[config.mk]
export PLATFORM = sky130hd
export DESIGN_NAME = cfg_bridge
export DESIGN_NICKNAME = d
export VERILOG_FILES = /design/src/rtl/cfgb_pkg.sv /design/src/rtl/cfgb_dev.sv /design/src/rtl/cfgb_decode.sv /design/src/rtl/cfg_bridge.sv
export SDC_FILE = /design/constraint.sdc
export NUM_CORES = 1
export LEC_CHECK = 0
export BUFFER_PORTS_ARGS = -buffer_cell sky130_fd_sc_hd__buf_2
export CAP_MARGIN = 10
export CORE_ASPECT_RATIO = 0.5
export CORE_MARGIN = 5
export CORE_UTILIZATION = 45
export DETAILED_ROUTE_END_ITERATION = 16
export GPL_TIMING_DRIVEN = 1
export HOLD_SLACK_MARGIN = 0.15
export PLACE_DENSITY_LB_ADDON = 0.15
export SYNTH_ARGS = -nofsm -noshare
export SYNTH_HDL_FRONTEND = slang
export SYNTH_SLANG_ARGS = --single-unit
export TNS_END_PERCENT = 100
[constraint.sdc]
create_clock -name clk -period 7.18 [get_ports clk]
set_clock_uncertainty 0.2 [all_clocks]
set_input_delay 0.718 -clock clk [delete_from_list [all_inputs] [get_ports clk]]
set_output_delay 0.718 -clock clk [all_outputs]
set_load 0.02 [all_outputs]
[src/rtl/cfgb_pkg.sv]
package cfgb_pkg;
  localparam logic [31:0] SEL_PORT  = 32'h0000_0CF8;
  localparam logic [31:0] DAT_PORT  = 32'h0000_0CFC;
  localparam logic [31:0] SEL_MASK  = 32'h80FF_FFFC;
  localparam logic [31:0] ID_BASE   = 32'hC0DE_0000;
  localparam logic [5:0]  IDX_ID    = 6'd0;
  localparam logic [5:0]  IDX_BASE  = 6'd4;
  localparam int          TAG_RAM   = 0;
  localparam int          TAG_SUB   = 1;
  localparam int          TAG_CFG   = 2;
  localparam int          TAG_DEV0  = 3;

  typedef struct packed {
    logic       en;
    logic [6:0] rsvd;
    logic [7:0] bus;
    logic [4:0] dev;
    logic [2:0] fn;
    logic [5:0] idx;
    logic [1:0] zero;
  } sel_t;
endpackage

[src/rtl/cfgb_dev.sv]
module cfgb_dev
  import cfgb_pkg::*;
#(
  parameter int DEV_NUM  = 0,
  parameter int WIN_BITS = 12
) (
  input  logic        clk,
  input  logic        rst,
  input  logic        wr_en,
  input  logic [5:0]  idx,
  input  logic [31:0] wdata,
  output logic [31:0] base_q,
  output logic [31:0] rdata
);
  localparam logic [31:0] BASE_MASK = ~((32'd1 << WIN_BITS) - 32'd1);

  always_ff @(posedge clk) begin
    if (rst) begin
      base_q <= '0;
    end else if (wr_en && idx == IDX_BASE) begin
      base_q <= wdata & BASE_MASK;
    end
  end

  always_comb begin
    case (idx)
      IDX_ID:   rdata = ID_BASE + 32'(DEV_NUM);
      IDX_BASE: rdata = base_q;
      default:  rdata = '0;
    endcase
  end
endmodule

[src/rtl/cfgb_decode.sv]
module cfgb_decode
  import cfgb_pkg::*;
#(
  parameter int          NUM_DEV   = 3,
  parameter logic [31:0] MEM_LIMIT = 32'h4000_0000,
  parameter int          WIN_BITS  = 12,
  parameter int          TAG_W     = 3
) (
  input  logic [31:0]              addr,
  input  logic [NUM_DEV-1:0][31:0] bases,
  output logic [TAG_W-1:0]         tag
);
  logic [NUM_DEV-1:0] hit;

  for (genvar g = 0; g < NUM_DEV; g++) begin : g_cmp
    assign hit[g] = (addr[31:WIN_BITS] == bases[g][31:WIN_BITS]);
  end

  always_comb begin
    tag = TAG_W'(TAG_SUB);
    if (addr < MEM_LIMIT) begin
      tag = TAG_W'(TAG_RAM);
    end else begin
      for (int i = NUM_DEV - 1; i >= 0; i--) begin
        if (hit[i]) tag = TAG_W'(TAG_DEV0 + i);
      end
    end
  end
endmodule

[src/rtl/cfg_bridge.sv]
module cfg_bridge
  import cfgb_pkg::*;
#(
  parameter int          NUM_DEV   = 3,
  parameter logic [31:0] MEM_LIMIT = 32'h4000_0000,
  parameter int          WIN_BITS  = 12,
  localparam int         TAG_W     = $clog2(NUM_DEV + TAG_DEV0)
) (
  input  logic             clk,
  input  logic             rst,
  input  logic             req_valid,
  output logic             req_ready,
  input  logic             req_io,
  input  logic             req_write,
  input  logic [31:0]      req_addr,
  input  logic [31:0]      req_wdata,
  output logic             rsp_valid,
  input  logic             rsp_ready,
  output logic [31:0]      rsp_rdata,
  output logic [TAG_W-1:0] rsp_target
);
  sel_t                     sel_q;
  logic                     acc, is_sel, is_dat, dev_ok;
  logic [NUM_DEV-1:0]       dev_we;
  logic [NUM_DEV-1:0][31:0] bases;
  logic [NUM_DEV-1:0][31:0] dev_rd;
  logic [31:0]              cfg_rd;
  logic [TAG_W-1:0]         mem_tag;

  assign req_ready = !rsp_valid;
  assign acc       = req_valid && req_ready;
  assign is_sel    = req_io && (req_addr == SEL_PORT);
  assign is_dat    = req_io && (req_addr == DAT_PORT);
  assign dev_ok    = sel_q.en && (sel_q.bus == 8'd0) && (sel_q.fn == 3'd0) &&
                     (32'(sel_q.dev) < NUM_DEV);

  always_ff @(posedge clk) begin
    if (rst) begin
      sel_q <= '0;
    end else if (acc && is_sel && req_write) begin
      sel_q <= sel_t'(req_wdata & SEL_MASK);
    end
  end

  for (genvar g = 0; g < NUM_DEV; g++) begin : g_dev
    assign dev_we[g] = acc && is_dat && req_write && dev_ok && (32'(sel_q.dev) == g);
    cfgb_dev #(.DEV_NUM(g), .WIN_BITS(WIN_BITS)) u_dev (
      .clk   (clk),
      .rst   (rst),
      .wr_en (dev_we[g]),
      .idx   (sel_q.idx),
      .wdata (req_wdata),
      .base_q(bases[g]),
      .rdata (dev_rd[g])
    );
  end

  always_comb begin
    cfg_rd = '1;
    if (dev_ok) begin
      for (int i = 0; i < NUM_DEV; i++) begin
        if (32'(sel_q.dev) == i) cfg_rd = dev_rd[i];
      end
    end
  end

  cfgb_decode #(
    .NUM_DEV(NUM_DEV), .MEM_LIMIT(MEM_LIMIT), .WIN_BITS(WIN_BITS), .TAG_W(TAG_W)
  ) u_dec (
    .addr (req_addr),
    .bases(bases),
    .tag  (mem_tag)
  );

  always_ff @(posedge clk) begin
    if (rst) begin
      rsp_valid  <= 1'b0;
      rsp_rdata  <= '0;
      rsp_target <= '0;
    end else if (acc) begin
      rsp_valid <= 1'b1;
      if (!req_io) begin
        rsp_rdata  <= '0;
        rsp_target <= mem_tag;
      end else if (is_sel) begin
        rsp_rdata  <= req_write ? 32'd0 : 32'(sel_q);
        rsp_target <= TAG_W'(TAG_CFG);
      end else if (is_dat) begin
        rsp_rdata  <= req_write ? 32'd0 : cfg_rd;
        rsp_target <= TAG_W'(TAG_CFG);
      end else begin
        rsp_rdata  <= req_write ? 32'd0 : 32'hFFFF_FFFF;
        rsp_target <= TAG_W'(TAG_SUB);
      end
    end else if (rsp_valid && rsp_ready) begin
      rsp_valid <= 1'b0;
    end
  end
endmodule

==> flow_metrics.env <==
export IMPL_outcome="finished, final reports clean"
export IMPL_synthFlopType="dfxtp_1"
export IMPL_cts_resized=0
export IMPL_ys_warn_count=0
export IMPL_critical_path_arrival_ps=4120
export IMPL_final_period_utilization=0.566
export IMPL_synth_cells=634
export IMPL_fin_util=0.570
export IMPL_die_h_um=89.1
export IMPL_cts_hold_repair_buffers=0
export IMPL_die_area_um2=15000
export IMPL_grt_pass1_wl_mm=26.8
export IMPL_cap_violations=0
export IMPL_hold_violations=0
export IMPL_fin_ws_ps=3110
export IMPL_slew_viol_final=0
export IMPL_root_buffer="clkbuf_16"
export IMPL_top_layer="met4"
export IMPL_wl_met1_mm=8.64
export IMPL_critPathLaunchType="primary input"
export IMPL_p_sw_w=0.000401
export IMPL_fin_nets=798
export IMPL_grt_usage=0.236
export IMPL_diodes=0
export IMPL_clock_latency_ps=410
export IMPL_placed_area_um2=6270
export IMPL_grt_antenna_before_repair=0
export IMPL_fin_tns_setup_ps=0
export IMPL_globalplace_congestion=0.861
export IMPL_relSlewSlack=0.272
export IMPL_final_cell_area_um2=6850
export IMPL_rsz0062_at_grt="no"
export IMPL_grt_pass1_vias=4805
export IMPL_synth_area_leaders="dfxtp_1, mux2i_1, nor2_1"
export IMPL_clk_pin_slew_ps=60
export IMPL_intPower_w=0.00122
export IMPL_areaGrowthSynthToFinish_pct=21.6
export IMPL_clkPwrFrac=0.518
export IMPL_yosysMostFrequentCell="dfxtp_1"
export IMPL_cp_end_kind="flip-flop"
export IMPL_drc=0
export IMPL_synth_seq_cells=119
export IMPL_synth_area_um2=5630
export IMPL_synthArstFlopShare=0
export IMPL_route_antenna_remaining_nets=0
export IMPL_leakage_nw=2.99
export IMPL_die_x_um=168
export IMPL_multi_input_area_um2=3050
export IMPL_hold_path_class="flip-flop to flip-flop"
export IMPL_rows=28
export IMPL_finalWirelength_mm=17.4
export IMPL_io_buffers=104
export IMPL_cts_tree="yes"
export IMPL_cp_required_ps=7230
export IMPL_core_um2=12000
export IMPL_cts_buffers_inserted=17
export IMPL_clock_sinks=119
export IMPL_setup_violations=0
export IMPL_final_fill_count=1124
export IMPL_seqPwrFrac=0.417
export IMPL_criticalPathCategory="primary input to flip-flop"
export IMPL_met2_length_mm=7.13
export IMPL_dp_slack_ps=2900
export IMPL_ir_drop_mv=0.132
export IMPL_overflow=0
export IMPL_vias=4997
export IMPL_grt_max_degree=90
export IMPL_wl_per_cell_um=19.2
export IMPL_clock_path_buffers=2
export IMPL_syn_num_nets=704
export IMPL_start_util=0.469
export IMPL_seq_area_um2=2380
export IMPL_dr_wl_met3_mm=1.50
export IMPL_drive_gt1_frac=0.206
export IMPL_drtIter0Drc=414
export IMPL_hpwl_mm=12.4
export IMPL_worstPathMaxFanout=25
export IMPL_vias_per_cell=5.52
export IMPL_netlist_cell_type_count=45
export IMPL_yosys_area_top_type="dfxtp_1"
export IMPL_synth_edf_count=0
export IMPL_yosysTopAreaCellShare=0.423
export IMPL_comb_power_share=0.065
export IMPL_ios=107
export IMPL_max_freq_ghz=0.246
export IMPL_yosys_top_cells_count="dfxtp_1, nor2_1, mux2i_1"
export IMPL_avgSynthCellArea_um2=8.88
export IMPL_htreeDepth=4
export IMPL_tightestPinTransition_ps=1090
export IMPL_cts_setup_buffers=0
export IMPL_fin_crit_ps=4070
export IMPL_switching_share=0.248
export IMPL_first_pass_iters=5
export IMPL_powerDensity_nw_per_um2=236
export IMPL_yosysSeqAreaShare=0.423
[power groups by stage]
| stage | clock (W) | combinational [W] | sequential (W) |
|---|---|---|---|
| floorplan | 0 | 0.0000382 | 0.000698 |
| global placement | 0 | 0.000104 | 0.000688 |
| detailed placement | 0 | 0.000104 | 0.000688 |
| CTS | 0.000842 | 0.000105 | 0.000674 |
| global route | 0.000878 | 0.000113 | 0.000675 |
| finish | 0.000838 | 0.000105 | 0.000674 |
[placed cells by master (no fill, tap or decap), types with 6 or more instances in the layout]
| cell | netlist | final |
|---|---|---|
| nor2_1 | 106 | 105 |
| a211oi_1 | 14 | 14 |
| buf_2 | 6 | 104 |
| nor4_1 | 14 | 14 |
| mux2i_1 | 83 | 83 |
| xnor2_1 | 32 | 32 |
| a21oi_1 | 17 | 17 |
| nand3_1 | 10 | 10 |
| nand4_1 | 13 | 13 |
| xor2_1 | 28 | 28 |
| dfxtp_1 | 119 | 119 |
| o21ai_0 | 45 | 45 |
| clkinvlp_4 | 0 | 9 |
| nand2_1 | 42 | 42 |
| buf_4 | 2 | 10 |
| a22o_1 | 8 | 8 |
| nor2b_1 | 9 | 9 |
| inv_1 | 8 | 8 |
| clkbuf_16 | 0 | 17 |
| a21o_1 | 6 | 6 |
| nor3_1 | 7 | 7 |
[path summary, 6_finish.rpt]
check / startpoint / end / slack [ps] / cells past startpoint
setup reg to reg: sel_q[15]$_SDFFE_PP0P_ / rsp_rdata[18]$_SDFFE_PP0P_ / 3480 / 6
hold reg to reg: rsp_rdata[23]$_SDFFE_PP0P_ / rsp_rdata[23]$_SDFFE_PP0P_ / 250 / 2
setup / recovery: req_addr[24] / sel_q[19]$_SDFFE_PP0P_ / 3110 / 8
hold / removal: rsp_rdata[23]$_SDFFE_PP0P_ / rsp_rdata[23]$_SDFFE_PP0P_ / 250 / 2
[per-stage QoR]
stage,instances,power (W),hold WS (ps)
floorplan,634,0.000737,275
global placement,874,0.000791,232
detailed placement,874,0.000792,235
CTS,906,0.00162,252
global route,906,0.00167,264
finish,906,0.00162,246
[routing by layer]
| metal | GRT usage | up-vias |
|---|---|---|
| met5 | 0 | - |
| met2 | 0.349 | 186 |
| met1 | 0.335 | 2401 |
| met4 | 0.0538 | 0 |
| li1 | - | 2396 |
| met3 | 0.0782 | 14 |
[sequential cells by signal, indices dropped and copies added, names as in the netlist]
register            cells
sel_q                  23
rsp_rdata              32
g_dev.u_dev.base_q     60
rsp_valid               1
rsp_target              3
[worst max-delay path, cell delays in order]
cell and delay [ps]:
buf_2 140, nor4_1 840, nand4_1 320, or3_1 790, nor2_2 610, buf_4 390, mux2i_1 220, nor2_1 70
[cells by family after synthesis]
logic type	after synthesis	share of synthesized area
buffers and inverters	47	0.0367
AND/OR/NAND/NOR	223	0.188
multiplexers	83	0.148
XOR/XNOR	60	0.0933
AO/OA/AOI/OAI	102	0.112
flip-flops	119	0.423
[cell type report]
class,count,area share
Sequential cell,119,0.348
Clock inverter,15,0.0227
Multi-Input combinational cell,468,0.446
Timing Repair Buffer,114,0.0870
Inverter,8,0.00439
Tap cell,165,0.0302
Clock buffer,17,0.0621
(Power assumes the default switching activity.)
